$ cat src/rtl/ocl_pkg.sv
package ocl_pkg;
   typedef enum logic [1:0] {
      CH_OFF   = 2'd0,
      CH_ON    = 2'd1,
      CH_REG   = 2'd2,
      CH_LATCH = 2'd3
   } ch_state_e;
endpackage

$ cat src/rtl/ocl_sync.sv
module ocl_sync #(
   parameter int WIDTH = 2
) (
   input  logic             clk,
   input  logic             rst_n,
   input  logic [WIDTH-1:0] d,
   output logic [WIDTH-1:0] q
);
   logic [WIDTH-1:0] meta;

   always_ff @(posedge clk or negedge rst_n) begin
      if (!rst_n) begin
         meta <= '0;
         q    <= '0;
      end else begin
         meta <= d;
         q    <= meta;
      end
   end
endmodule

$ cat src/rtl/ocl_channel.sv
module ocl_channel
   import ocl_pkg::*;
#(
   parameter int TRIP_CYCLES  = 16,
   parameter int BLANK_CYCLES = 24
) (
   input  logic clk,
   input  logic rst_n,
   input  logic en,
   input  logic oc,
   input  logic uv_ok,
   input  logic ot_flag,
   output logic sw_on,
   output logic fast_off,
   output logic reg_active,
   output logic fault_pull
);
   localparam int TMR_W = $clog2(TRIP_CYCLES + 1);
   localparam int BLK_W = $clog2(BLANK_CYCLES + 1);
   localparam logic [TMR_W-1:0] TRIP_LAST = TMR_W'(TRIP_CYCLES - 1);
   localparam logic [BLK_W-1:0] BLK_INIT  = BLK_W'(BLANK_CYCLES);

   ch_state_e        st, nxt;
   logic [TMR_W-1:0] tmr, tmr_nxt;
   logic [BLK_W-1:0] blk, blk_nxt;
   logic             fast_nxt;

   always_comb begin
      nxt = st;
      if (!uv_ok) begin
         nxt = CH_OFF;
      end else begin
         unique case (st)
            CH_OFF:   if (en) nxt = CH_ON;
            CH_ON:    if (!en) nxt = CH_OFF; else if (oc) nxt = CH_REG;
            CH_REG:   if (!en) nxt = CH_OFF;
                      else if (!oc) nxt = CH_ON;
                      else if (tmr == TRIP_LAST) nxt = CH_LATCH;
            CH_LATCH: if (!en) nxt = CH_OFF;
            default:  nxt = CH_OFF;
         endcase
      end
   end

   always_comb begin
      tmr_nxt = (st == CH_REG && nxt == CH_REG) ? tmr + 1'b1 : '0;
      if (st == CH_OFF && nxt == CH_ON)  blk_nxt = BLK_INIT;
      else if (nxt == CH_OFF)            blk_nxt = '0;
      else if (blk != '0)                blk_nxt = blk - 1'b1;
      else                               blk_nxt = '0;
      fast_nxt = fast_off;
      if (!uv_ok)                              fast_nxt = 1'b1;
      else if (nxt == CH_LATCH)                fast_nxt = 1'b1;
      else if (st == CH_REG && nxt == CH_OFF)  fast_nxt = 1'b1;
      else if (st == CH_ON && nxt == CH_OFF)   fast_nxt = 1'b0;
      else if (st == CH_OFF && nxt == CH_ON)   fast_nxt = 1'b0;
   end

   always_ff @(posedge clk or negedge rst_n) begin
      if (!rst_n) begin
         st         <= CH_OFF;
         tmr        <= '0;
         blk        <= '0;
         sw_on      <= 1'b0;
         fast_off   <= 1'b0;
         reg_active <= 1'b0;
         fault_pull <= 1'b0;
      end else begin
         st         <= nxt;
         tmr        <= tmr_nxt;
         blk        <= blk_nxt;
         sw_on      <= uv_ok && !ot_flag && (nxt == CH_ON || nxt == CH_REG);
         fast_off   <= fast_nxt;
         reg_active <= (nxt == CH_REG);
         fault_pull <= (nxt == CH_LATCH) && (blk_nxt == '0);
      end
   end

   AST_FAULT_SW_OFF: assert property (@(posedge clk) disable iff (!rst_n)
      fault_pull |-> (!sw_on && !reg_active));
   AST_FAULT_HOLD: assert property (@(posedge clk) disable iff (!rst_n)
      (fault_pull && en && uv_ok) |=> fault_pull);
   AST_UV_CLEAR: assert property (@(posedge clk) disable iff (!rst_n)
      !uv_ok |=> (!fault_pull && !sw_on));
   AST_FAULT_FAST: assert property (@(posedge clk) disable iff (!rst_n)
      fault_pull |-> fast_off);
   AST_OT_OFF: assert property (@(posedge clk) disable iff (!rst_n)
      ot_flag |=> !sw_on);
endmodule

$ cat src/rtl/ocl_dual_ctrl.sv
module ocl_dual_ctrl #(
   parameter int NUM_CH         = 2,
   parameter int TRIP_CYCLES    = 16,
   parameter int BLANK_CYCLES   = 24,
   parameter bit EN_ACTIVE_HIGH = 1'b1
) (
   input  logic              clk,
   input  logic              rst_n,
   input  logic [NUM_CH-1:0] en_in,
   input  logic [NUM_CH-1:0] oc_in,
   input  logic              uv_ok,
   input  logic              ot_flag,
   output logic [NUM_CH-1:0] sw_on,
   output logic [NUM_CH-1:0] fast_off,
   output logic [NUM_CH-1:0] reg_active,
   output logic [NUM_CH-1:0] fault_pull
);
   localparam int SYNC_W = 2 * NUM_CH;

   if (NUM_CH < 1) begin : g_bad_ch
      $error("NUM_CH must be at least 1");
   end
   if (TRIP_CYCLES < 2) begin : g_bad_trip
      $error("TRIP_CYCLES must be at least 2");
   end
   if (BLANK_CYCLES < 1) begin : g_bad_blank
      $error("BLANK_CYCLES must be at least 1");
   end

   logic [NUM_CH-1:0] en_true, en_s, oc_s;

   if (EN_ACTIVE_HIGH) begin : g_en_hi
      assign en_true = en_in;
   end else begin : g_en_lo
      assign en_true = ~en_in;
   end

   ocl_sync #(.WIDTH(SYNC_W)) u_sync (
      .clk   (clk),
      .rst_n (rst_n),
      .d     ({oc_in, en_true}),
      .q     ({oc_s, en_s})
   );

   for (genvar c = 0; c < NUM_CH; c++) begin : g_ch
      ocl_channel #(
         .TRIP_CYCLES  (TRIP_CYCLES),
         .BLANK_CYCLES (BLANK_CYCLES)
      ) u_ch (
         .clk        (clk),
         .rst_n      (rst_n),
         .en         (en_s[c]),
         .oc         (oc_s[c]),
         .uv_ok      (uv_ok),
         .ot_flag    (ot_flag),
         .sw_on      (sw_on[c]),
         .fast_off   (fast_off[c]),
         .reg_active (reg_active[c]),
         .fault_pull (fault_pull[c])
      );
   end
endmodule

$ cat config.mk
export PLATFORM = sky130hd
export DESIGN_NAME = ocl_dual_ctrl
export DESIGN_NICKNAME = d
export VERILOG_FILES = /design/src/rtl/ocl_pkg.sv /design/src/rtl/ocl_sync.sv /design/src/rtl/ocl_channel.sv /design/src/rtl/ocl_dual_ctrl.sv
export SDC_FILE = /design/constraint.sdc
export NUM_CORES = 1
export LEC_CHECK = 0
export BUFFER_PORTS_ARGS = -buffer_cell sky130_fd_sc_hd__clkbuf_2
export CAP_MARGIN = 20
export CORE_UTILIZATION = 35
export CTS_BUF_LIST = sky130_fd_sc_hd__clkbuf_4
export DETAILED_ROUTE_END_ITERATION = 8
export PLACE_DENSITY = 0.6
export SYNTH_ARGS = -nofsm -noshare
export SYNTH_HDL_FRONTEND = slang
export SYNTH_HIERARCHICAL = 1
export SYNTH_SLANG_ARGS = --single-unit
export TNS_END_PERCENT = 50
$ cat constraint.sdc
create_clock -name clk -period 3.95 [get_ports clk]
set_input_delay 0.1975 -clock clk [delete_from_list [all_inputs] [get_ports clk]]
set_output_delay 0.1975 -clock clk [all_outputs]
set_load 0.02 [all_outputs]
# After elaboration in Yosys (flattened, before gate mapping)

Cells that the tools add are included.

Reductions and logical operators: 24
Add/subtract/negate cells: 4
Muxes and demuxes: 36
Eq/ne operators: 16

Operator list:

| cell                  | number |
|---|---|
| $mux W5               | 8 |
| $mux W2               | 16 |
| $eq A2 B2 Y1 const B  | 8 |
| $pmux W2 S4           | 2 |
| $logic_and A1 B1 Y1   | 13 |
| $add A5 B1 Y5 const B | 2 |
| $eq A5 B4 Y1 const B  | 2 |
| $logic_not A5 Y1      | 2 |
| $mux W1               | 10 |
| $ne A5 B1 Y1 const B  | 2 |
| $reduce_bool A5 Y1    | 2 |
| $sub A5 B1 Y5 const B | 2 |
| $eq A2 B1 Y1 const B  | 4 |
| $logic_not A2 Y1      | 4 |
| $logic_or A1 B1 Y1    | 2 |
| $logic_not A1 Y1      | 1 |

Logic and storage cells: 96
Output and inout bits: 8
Register bits after elaboration: 40

# Depth between registers and ports, before layout

Gate-level depths: netlist of the first run.

Word-level depth: 13
Gate-level depth with buffers: 10

# Cells and area by module

The synthesis of the first run kept the hierarchy.

By module, submodules not included:

| module      | times used | seq. area each (um^2) | area each (um^2) | cells each |
|---|---|---|---|---|
| ocl_channel | 2          | 400.4                 | 764.5            | 68 |
| ocl_sync    | 1          | 200.2                 | 200.2            | 8 |

# Least setup slack after synthesis of the first run

Ideal clock, no wire load.

Kind: reg-to-reg
Start: reg g_ch[0].u_ch.tmr[0]
End: reg g_ch[0].u_ch.blk[2]
Arrival: 2.049 ns
Path buffers: 0
Cell stages (with the launch flop): 11
Path slack: 1.824 ns
Setup time: 0.078 ns
Cell sequence: dfrtp_1 ha_1 and3_1 ha_1 nor3b_1 o21ai_0 and3_1 ha_1 or3b_4 o311ai_2 a21oi_1

Longest elaborated chain between the ends: 9

RTL lines:

| what                                                    | line                                 | source |
|---|---|---|
| start, declared                                         | ocl_channel.sv:24                    | `logic [TMR_W-1:0] tmr, tmr_nxt;` |
| start signal, assigned                                  | ocl_channel.sv:70                    | `tmr <= tmr_nxt;` |
| $eq A5 B4 Y1 *                                          | ocl_channel.sv:38                    | `else if (tmr == TRIP_LAST) nxt = CH_LATCH;` |
| $mux W2 *                                               | ocl_channel.sv:38                    |  |
| $mux W2 *                                               | ocl_channel.sv:37                    | `else if (!oc) nxt = CH_ON;` |
| $mux W2 *                                               | ocl_channel.sv:36                    | `CH_REG: if (!en) nxt = CH_OFF;` |
| $pmux W2 S4 *                                           | ocl_channel.sv:33                    | `unique case (st)` |
| $mux W2 *                                               | ocl_channel.sv:30                    | `if (!uv_ok) begin` |
| via g_ch[0].u_ch.nxt[0]                                 | ocl_channel.sv:23                    | `ch_state_e st, nxt;` |
| $logic_not A2 Y1 / $eq A2 B1 Y1 (equally long branches) | ocl_channel.sv:48, ocl_channel.sv:47 |  |
| $mux W5 / $logic_and A1 B1 Y1 (equally long branches)   | ocl_channel.sv:48, ocl_channel.sv:47 |  |
| $mux W5 *                                               | ocl_channel.sv:47                    | `if (st == CH_OFF && nxt == CH_ON) blk_nxt = BLK_INIT;` |
| via g_ch[0].u_ch.blk_nxt[2]                             | ocl_channel.sv:25                    | `logic [BLK_W-1:0] blk, blk_nxt;` |
| end signal, assigned                                    | ocl_channel.sv:71                    | `blk <= blk_nxt;` |
| end, declared                                           | ocl_channel.sv:25                    |  |

The timed path passes the listed nets; every way through them passes the cells marked *.
A chain may end at the register's enable or synchronous reset.

# Worst setup path in the final report of the first run

Start: reg g_ch[1].u_ch.tmr[0]
End: reg g_ch[1].u_ch.blk[2]

Longest elaborated chain between the ends: 9

RTL lines:

| what                                                    | line |
|---|---|
| start, declared                                         | ocl_channel.sv:24 |
| start signal, assigned                                  | ocl_channel.sv:70 |
| $eq A5 B4 Y1 *                                          | ocl_channel.sv:38 |
| $mux W2 *                                               | ocl_channel.sv:38 |
| $mux W2 *                                               | ocl_channel.sv:37 |
| $mux W2 *                                               | ocl_channel.sv:36 |
| $pmux W2 S4 *                                           | ocl_channel.sv:33 |
| $mux W2 *                                               | ocl_channel.sv:30 |
| via g_ch[1].u_ch.nxt[0]                                 | ocl_channel.sv:23 |
| $logic_not A2 Y1 / $eq A2 B1 Y1 (equally long branches) | ocl_channel.sv:48, ocl_channel.sv:47 |
| $mux W5 / $logic_and A1 B1 Y1 (equally long branches)   | ocl_channel.sv:48, ocl_channel.sv:47 |
| $mux W5 *                                               | ocl_channel.sv:47 |
| via g_ch[1].u_ch.blk_nxt[2]                             | ocl_channel.sv:25 |
| end signal, assigned                                    | ocl_channel.sv:71 |
| end, declared                                           | ocl_channel.sv:25 |

Marked as above.

==> results.md, run 1 <==
* Gates resized, CTS repair at 0
* Met3 routed WL at ~110 microns
* H-tree levels at 2
* Kind of capture point of the worst setup path: register
* Detailed-route DRC error count at 0
* Post-CTS Setup Inserts at 0
* Number of clock buffers inserted by TritonCTS at 5
* Post-Route M1 WL at between 1 and 1.5 mm
* Vert. Die Dim at about 72 microns
* Count of distinct cell types in the synthesized netlist at 25
* Final number of setup-violating endpoints at 0
* Power dissipated by switching net loads at between 0.00015 and 0.0002 W
* Synth top area share at 0.579
* Proportion of power drawn by combinational gates at 0.115
* EDFF count, synth at 0
* Cell count after synthesis at 144
* Core Area at roughly 4700 sq um
* Avg WL per Cell at 11.2 microns
* Final TNS setup at 0 ps
* DR iter-0 viols at 42
* Total global-route track usage at 0.115
* Largest fanout of any net on the critical path at 4
* Synth area leader: sky130_fd_sc_hd__dfrtp_1
* Mean cell area of the mapped netlist at about 12 sq um
* Hold bufs inserted after CTS at 4
* Crit path arrival time at between 2000 and 3000 ps
* Hold violation total from the final report at 19
* Wirelength, routed at 2.67 mm
* Final design utilization at 0.424
* Placement Rows at 25
* # IOs at 16
* Clk sinks at 40
* Worst hold slack across all endpoints at -8.96 ps
* Post-detailed-route via-to-cell ratio at around 4.6
* Count of input and output buffers at 15
* Number of inserted filler cells in the final layout at 458
* Outcome: finished with violations
* Endpoint required time on the critical path at 4200 ps
* Highest routing layer actually used: met4
* Sum of internal, switching and leakage power at roughly 0.00079 W
* Yosys reg bits at 40
* Max Freq at roughly 0.43 GHz
* Longest Clk Path Bufs at 2
* Violations in the final reports: hold timing
* Multi-input combinational cell area at just under 700 sq um
* Final Cycle Share at 0.593
* Via count of the first global-routing pass at between 1000 and 1500
* Pre-CTS setup slack at 1660 ps
* Min Clock Period, post-route at ~2300 ps
* Final max-slew violation count at 0
* Via count at about 1100
* Number of nets in the finished design at around 190
* Global placement routability congestion at 0.691
* Storage cell area at 1000 sq um
* Critical R2R Launch: g_ch[1].u_ch/tmr[0]
* Sum of met2 wire segment lengths after detailed routing at approximately 1.2 mm
* Predominant post-synthesis flop cell: sky130_fd_sc_hd__dfrtp_1
* Ranking of synthesized cells by instance count: 40 x sky130_fd_sc_hd__dfrtp_1, 16 x sky130_fd_sc_hd__nor2_1, 14 x sky130_fd_sc_hd__ha_1
* Wire length of the first global-routing pass at around 4.5 mm
* Master cell of the clock root buffer: sky130_fd_sc_hd__clkbuf_4
* Register area share after synthesis at 0.579
* Class of the tightest hold or removal check: input port to async pin
* Asr flop ratio synth at 1.00
* Clk pin slew, worst setup/hold paths at between 100 and 150 ps
* Actual transition at the worst max-transition pin at about 940 ps
* Switching part of the total at 0.245
* RSZ-0062 raised after global routing: no
* Effective utilization at floorplan at 0.366
* Drt pass-1 iters at 5
* Worst-skew pair later-pin latency at 330 ps
* Fraction of layout instances using a drive strength above 1 at 0.146
* WS Path Type: register to register
* Worst Setup Slack, final at 1610 ps
* Net count after synthesis at about 170
* Die X at between 70 and 80 microns
* Areal power density over the cells at 395 nW/um^2
* Top cells by area, synth: sky130_fd_sc_hd__dfrtp_1 58%, sky130_fd_sc_hd__ha_1 10%, sky130_fd_sc_hd__nor2_1 3.5%
* Die Footprint at ~5200 sq um
* Minimum setup slack among reg-to-reg paths at between 1500 and 2000 ps
* Static leakage at 0.975 nW
* Overflow left after global routing at 0
* Post-DP HPWL at approximately 2.0 mm
* Clock network fraction of total power at 0.319
* Clock tree from TritonCTS: built
* Internal at ~0.0006 W
* Most numerous cell in the Yosys netlist: sky130_fd_sc_hd__dfrtp_1
* Max-cap violations at 0
* Maximum resistive drop on vdd at 0.159 mV
* Largest net degree at the start of global routing at 41
* Number of antenna cells inserted at 0
* Initial antenna violation count at 0
* Number of cells on the worst reg-to-reg path at 10
* Proportion of power drawn by flip-flops and latches at 0.566
* Antenna violation net count after detailed routing at 0
* Setup crit start kind: register
* Capture point of the worst reg-to-reg path: g_ch[1].u_ch/blk[2]
* Synth-to-layout area growth at 15.8%
* Cell area after synthesis at approximately 1700 sq um
* Count of synthesis-stage warnings from yosys at 6
* Worst clock skew at approximately 8.3 ps
* Slew margin rel. at 0.370
-- per-stage QoR --
step           cells  hold slack (ps)  instance area [sq um]
2_1_floorplan    144            -98.1                   1730
3_3_place_gp     226              307                   1890
3_5_place_dp     226              307                   1890
4_1_cts          238             18.3                   2000
5_1_grt          238             25.7                   2000
6_report         238            -8.96                   2000
-- cells in the final DEF, fill, tap and decap left out, types with 4 or more instances in the layout --
master / Yosys / final
sky130_fd_sc_hd__nor3b_1: 4 / 4
sky130_fd_sc_hd__inv_1: 12 / 12
sky130_fd_sc_hd__nand2b_1: 4 / 4
sky130_fd_sc_hd__nand2_1: 4 / 4
sky130_fd_sc_hd__nor2b_1: 4 / 4
sky130_fd_sc_hd__and3_1: 4 / 4
sky130_fd_sc_hd__nand3_1: 6 / 6
sky130_fd_sc_hd__dfrtp_1: 40 / 40
sky130_fd_sc_hd__nor3_1: 4 / 4
sky130_fd_sc_hd__nor2_1: 16 / 16
sky130_fd_sc_hd__dlygate4sd3_1: 0 / 4
sky130_fd_sc_hd__clkbuf_4: 0 / 5
sky130_fd_sc_hd__clkbuf_2: 0 / 15
sky130_fd_sc_hd__o21ai_0: 4 / 4
sky130_fd_sc_hd__xnor2_1: 4 / 4
sky130_fd_sc_hd__ha_1: 14 / 14
-- cells by family after synthesis --
group / synth area share
xor gates and xnor gates: 0.0304
adders and majority gates: 0.113
buffers and inverters: 0.0260
and+or+nand+nor: 0.175
muxes: 0.0116
DFF: 0.579
AOI/OAI and AO/OA: 0.0651
-- sequential cells by signal, summed over array words and instances, names as in the netlist --
name and cells:
g_ch.u_ch/blk 10, g_ch.u_ch/fast_off 2, g_ch.u_ch/fault_pull 2, g_ch.u_ch/reg_active 2, g_ch.u_ch/st 4, g_ch.u_ch/sw_on 2
g_ch.u_ch/tmr 10, u_sync/meta 4, u_sync/q 4
-- worst max-delay path by stage --
stage | from | end | slack (ps) | depth (start not counted)
2_1_floorplan | g_ch[0].u_ch/tmr[0] | g_ch[0].u_ch/blk[2] | 1820 | 10
3_3_place_gp | g_ch[0].u_ch/tmr[0] | g_ch[0].u_ch/blk[2] | 1720 | 10
3_5_place_dp | g_ch[1].u_ch/tmr[0] | g_ch[1].u_ch/blk[2] | 1660 | 10
4_1_cts | g_ch[1].u_ch/tmr[0] | g_ch[1].u_ch/blk[2] | 1620 | 10
5_1_grt | g_ch[1].u_ch/tmr[0] | g_ch[1].u_ch/blk[2] | 1450 | 10
6_report | g_ch[1].u_ch/tmr[0] | g_ch[1].u_ch/blk[2] | 1610 | 10
-- power by group through the flow --
stage                     registers (W)  logic (W)  clock network (W)
after global routing           0.000451   0.000103           0.000279
after detailed placement       0.000456  0.0000889                  0
final                          0.000448  0.0000913           0.000252
after CTS                      0.000448  0.0000925           0.000265
after floorplan                0.000455  0.0000582                  0
after global placement         0.000454  0.0000855                  0
-- layout make-up --
type | instances | share of cell area
inverter | 12 | 0.0225
clock buffer | 5 | 0.0187
clock inverter | 3 | 0.0187
sequential | 40 | 0.500
timing repair buffer | 19 | 0.0575
multi-input combinational | 92 | 0.341
tap | 67 | 0.0418
-- per-layer routing --
| layer | track usage | vias up |
|---|---|---|
| met1 | 0.142 | 531 |
| met2 | 0.185 | 23 |
| li1 | - | 546 |
| met3 | 0.0292 | 4 |
| met4 | 0.0610 | 0 |
| met5 | 0 | - |
-- worst max-delay path, stage by stage (launching register included) --
cell                       delay (ps)
sky130_fd_sc_hd__dfrtp_1          410
sky130_fd_sc_hd__ha_1             220
sky130_fd_sc_hd__and3_1           190
sky130_fd_sc_hd__ha_1             170
sky130_fd_sc_hd__nor3b_1          160
sky130_fd_sc_hd__o21ai_0          130
sky130_fd_sc_hd__and3_1           230
sky130_fd_sc_hd__ha_1             200
sky130_fd_sc_hd__or3b_4           260
sky130_fd_sc_hd__o311ai_2         130
sky130_fd_sc_hd__a21oi_1          170
Power figures use the tool's default switching activity.
==> run 2: changes to the inputs <==
clock period = 2.24 ns   (was 3.95 ns; I/O delays follow)
==> results.md, run 2 (synthesis gave the netlist of run 1 again) <==
* Outcome: complete, no violations
* DR iter-0 viols at 49
* Global placement routability congestion at about 0.72
* Sum of internal, switching and leakage power at around 0.0015 W
* # IOs at 16
* Die Footprint at between 5000 and 6000 sq um
* Largest net degree at the start of global routing at between 40 and 50
* Max-cap violations at 0
* Post-DP HPWL at between 1.5 and 2 mm
* Number of clock buffers inserted by TritonCTS at 5
* List of cells traversed by the critical path: ha_2 -> and3_4 -> ha_4 -> nor3b_2 -> o21ai_1 -> and3_1 -> ha_2 -> or3b_4 -> o311ai_4 -> nor2_1
* Top cell by count, worst path: sky130_fd_sc_hd__ha_2
* Leading cell type in the layout, fill and taps excluded: sky130_fd_sc_hd__dfrtp_1
* Endpoint required time on the critical path at ~2500 ps
* Die X at 72.3 microns
* Wirelength, routed at about 3.1 mm
* Number of nets in the finished design at 204
* Cell Count Post-Placement at about 230
* Largest fanout of any net on the critical path at 3
* Pre-CTS setup slack at -82.2 ps
* Synth-to-layout area growth at 28.0%
* Post-detailed-route via-to-cell ratio at approximately 4.6
* Via count at ~1100
* Vert. Die Dim at 72.3 microns
* Overflow left after global routing at 0
* Detailed-route DRC error count at 0
* Drt pass-1 iters at 4
* Avg WL per Cell at around 13 microns
* Worst Setup Slack, final at around 39 ps
* Actual transition at the worst max-transition pin at between 400 and 500 ps
* Worst-skew pair later-pin latency at about 330 ps
* Class of the tightest hold or removal check: input port to register
* H-tree levels at 2
* CP max stage delay at between 400 and 500 ps
* Kind of capture point of the worst setup path: register
* Max Freq at between 0.4 and 0.5 GHz
* Areal power density over the cells at 662 nW/um^2
* Setup crit start kind: register
* Static leakage at about 1.0 nW
* Count of input and output buffers at 15
* Most frequent cells in the layout: 40 x sky130_fd_sc_hd__dfrtp_1, 16 x sky130_fd_sc_hd__nor2_1, 15 x sky130_fd_sc_hd__clkbuf_2
* Maximum resistive drop on vdd at a little over 0.3 mV
* Core Area at around 4700 sq um
* RSZ-0062 raised after global routing: yes
* Longest Clk Path Bufs at 2
* Clk sinks at 40
* Initial antenna violation count at 0
* Final std cells w/o fill at 250
* Hold violation total from the final report at 0
* Effective utilization at floorplan at 0.366
* Final number of setup-violating endpoints at 0
* Wire length of the first global-routing pass at slightly below 5 mm
* Antenna violation net count after detailed routing at 0
* Total global-route track usage at 0.125
* Top Registers: g_ch.u_ch/blk (10), g_ch.u_ch/tmr (10)
* Number of antenna cells inserted at 0
* Crit-path slowest cell: sky130_fd_sc_hd__or3b_4
* Worst clock skew at about 7.5 ps
* Clk pin slew, worst setup/hold paths at between 100 and 150 ps
* Final Cycle Share at 0.983
* WS Path Type: register to register
* Placement Rows at 25
* Clock tree from TritonCTS: built
* Min Clock Period, post-route at ~2200 ps
* Final max-slew violation count at 0
* Fraction of layout instances using a drive strength above 1 at 0.279
* Master cell of the clock root buffer: sky130_fd_sc_hd__clkbuf_4
* Via count of the first global-routing pass at 1144
* Crit path arrival time at about 2400 ps
* Slew margin rel. at 0.678
run 2: changes by cell type in the layout (fill, tap and decap cells not counted), moves of 3 or more:
cell / change
sky130_fd_sc_hd__buf_4: +9
sky130_fd_sc_hd__ha_2: +5
sky130_fd_sc_hd__ha_1: -7
sky130_fd_sc_hd__and3_4: +3
sky130_fd_sc_hd__and3_1: -3
run 2: path summary, 6_finish.rpt:
check,endpoint,startpoint,slack [ps],depth (start not counted)
min reg2reg,u_sync/q[3],u_sync/meta[3],360,0
min in group asynchronous,g_ch[0].u_ch/reg_active,rst_n,250,2
max in group asynchronous,g_ch[1].u_ch/tmr[4],rst_n,1510,3
max,g_ch[1].u_ch/blk[0],g_ch[1].u_ch/tmr[1],40,10
min,g_ch[0].u_ch/fast_off,uv_ok,110,2
max reg2reg,g_ch[1].u_ch/blk[0],g_ch[1].u_ch/tmr[1],40,10
run 2: metal layers:
layer,routed length [microns],global-route usage,vias to the layer above,part of all wire
li1,-,-,569,-
met1,1380,0.145,551,0.44
met2,1640,0.220,19,0.52
met3,111,0.0333,2,0.035
met4,21,0.0458,0,0.0067
met5,0,0,-,0
run 2: per-stage QoR:
| stage | setup TNS, ps | hold slack, ps | utilization | cell area [sq um] |
|---|---|---|---|---|
| 3_3_place_gp | 0 | 222 | 0.405 | 1910 |
| 5_1_grt | -453 | 128 | 0.469 | 2210 |
| 4_1_cts | 0 | 80.9 | 0.439 | 2080 |
| 6_report | 0 | 112 | 0.469 | 2210 |
| 2_1_floorplan | 0 | -184 | - | 1730 |
| 3_5_place_dp | -203 | 223 | 0.405 | 1910 |
run 2: area by class of cell:
class                           instances  area (sq um)
Clock inverter                          2          35.0
Clock buffer                            6          45.0
Inverter                               12          45.0
Fill cell                             459          2510
Tap cell                               67          83.8
Multi-Input combinational cell         92           773
Timing Repair Buffer                   31           230
Sequential cell                        40          1000
run 2: critical path, delay by kind of cell (launching register included):
family                   cells  cell delay (ps)
AND/OR/NAND/NOR              5              940
AO/OA/AOI/OAI                2              270
adder cells (fa/ha/maj)      3              500
flip-flops                   1              390
run 2: where the power goes:
part           total [W]  switching, W  internal (W)
registers       0.000794     0.0000375      0.000756
clock network   0.000477      0.000231      0.000246
logic           0.000193      0.000104     0.0000887
total            0.00146      0.000373       0.00109
run 2: what timing repair did:
action	in CTS	in global routing
buffers inserted	2	4
endpoints found under the setup margin	6	9
hold buffers	6	0
pin swaps	1	10
endpoints found under the hold margin	46	0
gates resized for setup	4	16
==> run 3: changes to the inputs <==
CORE_ASPECT_RATIO = 1.5   (was default)
==> results.md, run 3 (synthesis gave the netlist of run 1 again) <==
* Longest Clk Path Bufs at 2
* Final Cycle Share at 0.963
* Setup crit start kind: register
* Top Registers: g_ch.u_ch/blk (10), g_ch.u_ch/tmr (10)
* Most frequent cells in the layout: 40 x sky130_fd_sc_hd__dfrtp_1, 16 x sky130_fd_sc_hd__nor2_1, 15 x sky130_fd_sc_hd__clkbuf_2
* Number of clock buffers inserted by TritonCTS at 5
* Endpoint required time on the critical path at ~2500 ps
* Maximum resistive drop on vdd at 0.303 mV
* Clk sinks at 40
* Antenna violation net count after detailed routing at 0
* Worst clock skew at 6.98 ps
* # IOs at 16
* Post-detailed-route via-to-cell ratio at 4.76
* Wirelength, routed at roughly 2.9 mm
* Actual transition at the worst max-transition pin at ~290 ps
* Clock tree from TritonCTS: built
* Final number of setup-violating endpoints at 0
* Minimum setup slack among reg-to-reg paths at approximately 80 ps
* Clk pin slew, worst setup/hold paths at around 110 ps
* Via count at roughly 1200
* Static leakage at 1.04 nW
* Via count of the first global-routing pass at between 1000 and 1500
* H-tree levels at 2
* DR iter-0 viols at 48
* Kind of capture point of the worst setup path: register
* Vert. Die Dim at 88.1 microns
* Hold violation total from the final report at 0
* Slew margin rel. at 0.805
* Final max-slew violation count at 0
* Pre-CTS setup slack at -108 ps
* Leading cell type in the layout, fill and taps excluded: sky130_fd_sc_hd__dfrtp_1
* WS Path Type: register to register
* Worst Setup Slack, final at just over 80 ps
* Final std cell area, no fill at between 2000 and 2500 sq um
* Detailed-route DRC error count at 0
* Crit path arrival time at between 2000 and 2500 ps
* Master cell of the clock root buffer: sky130_fd_sc_hd__clkbuf_4
* Synth-to-layout area growth at 26.3%
* Wire length of the first global-routing pass at 5.00 mm
* Max-cap violations at 0
* Number of inserted filler cells in the final layout at 431
* Initial antenna violation count at 0
* Avg WL per Cell at 11.8 microns
* Die X at 59.4 microns
* Fraction of layout instances using a drive strength above 1 at 0.257
* Core Area at about 4800 sq um
* Count of input and output buffers at 15
* Largest net degree at the start of global routing at between 40 and 50
* Placed instance area at between 1500 and 2000 sq um
* Areal power density over the cells at approximately 660 nW/um^2
* Final design utilization at 0.458
* Min Clock Period, post-route at roughly 2200 ps
* Post-DP HPWL at slightly below 2 mm
* Total global-route track usage at 0.130
* Largest fanout of any net on the critical path at 4
* RSZ-0062 raised after global routing: yes
* Worst-skew pair later-pin latency at 350 ps
* Max Freq at 0.463 GHz
* Global placement routability congestion at between 0.7 and 0.8
* Placement Rows at 31
* Class of the tightest hold or removal check: input port to register
* Die Footprint at roughly 5200 sq um
* Effective utilization at floorplan at 0.362
* Outcome: complete, no violations
* Number of nets in the finished design at between 200 and 250
* Number of antenna cells inserted at 0
* Overflow left after global routing at 0
* Drt pass-1 iters at 4
-- run 3: worst max-delay path, cell delays in order, from the launching register on --
cell and delay, ps:
sky130_fd_sc_hd__dfrtp_1 380, sky130_fd_sc_hd__ha_2 190, sky130_fd_sc_hd__and3_1 160, sky130_fd_sc_hd__ha_2 170, sky130_fd_sc_hd__nor3b_2 50, sky130_fd_sc_hd__o21ai_2 150, sky130_fd_sc_hd__and3_4 200, sky130_fd_sc_hd__ha_1 150
sky130_fd_sc_hd__or3b_4 410, sky130_fd_sc_hd__o311ai_4 110, sky130_fd_sc_hd__nor2_1 80
-- run 3: worst paths after layout --
check,depth (start not counted),endpoint,from
max in group asynchronous,3,g_ch[1].u_ch/tmr[1],rst_n
worst min register to register,0,u_sync/q[3],u_sync/meta[3]
worst min-delay path,2,g_ch[1].u_ch/fast_off,uv_ok
worst max register to register,10,g_ch[1].u_ch/blk[1],g_ch[1].u_ch/tmr[1]
worst max-delay path,10,g_ch[1].u_ch/blk[1],g_ch[1].u_ch/tmr[1]
min in group asynchronous,2,g_ch[0].u_ch/reg_active,rst_n
-- run 3: report_power, final --
group          internal, W  total [W]  leakage [nW]  switching (W)
registers         0.000756   0.000792         0.524      0.0000358
logic            0.0000830   0.000184         0.473       0.000101
clock network     0.000233   0.000465        0.0428       0.000232
-- run 3: per-layer routing --
metal  track usage  wire [microns]  up-vias
li1              -               -      574
met1         0.135            1230      580
met2         0.224            1520       21
met3        0.0384             100        9
met4        0.0844              99        0
met5             0               0        -
-- run 3: through the flow --
stage	hold slack, ps	total power [W]	setup TNS [ps]	cells
3_3_place_gp	223	0.000953	-7.92	226
3_5_place_dp	222	0.000962	-247	226
6_report	85.8	0.00144	0	249
4_1_cts	57.6	0.00145	0	241
5_1_grt	69.9	0.00153	-54.5	249
2_1_floorplan	-184	0.000905	0	144
-- run 3: what timing repair did --
item,in CTS,in global routing
gates resized for setup,4,12
pin swaps,1,8
setup endpoints to repair,7,9
setup buffers,1,7
endpoints found under the hold margin,46,0
hold buffers,6,0
-- run 3: final cells by class --
type	instances	area (sq um)	share of cell area
Clock buffer	5	37.5	0.0172
Clock inverter	3	42.5	0.0195
Inverter	12	45.0	0.0206
Multi-Input combinational cell	92	753	0.345
Sequential cell	40	1000	0.458
Tap cell	66	82.6	0.0378
Timing Repair Buffer	31	223	0.102
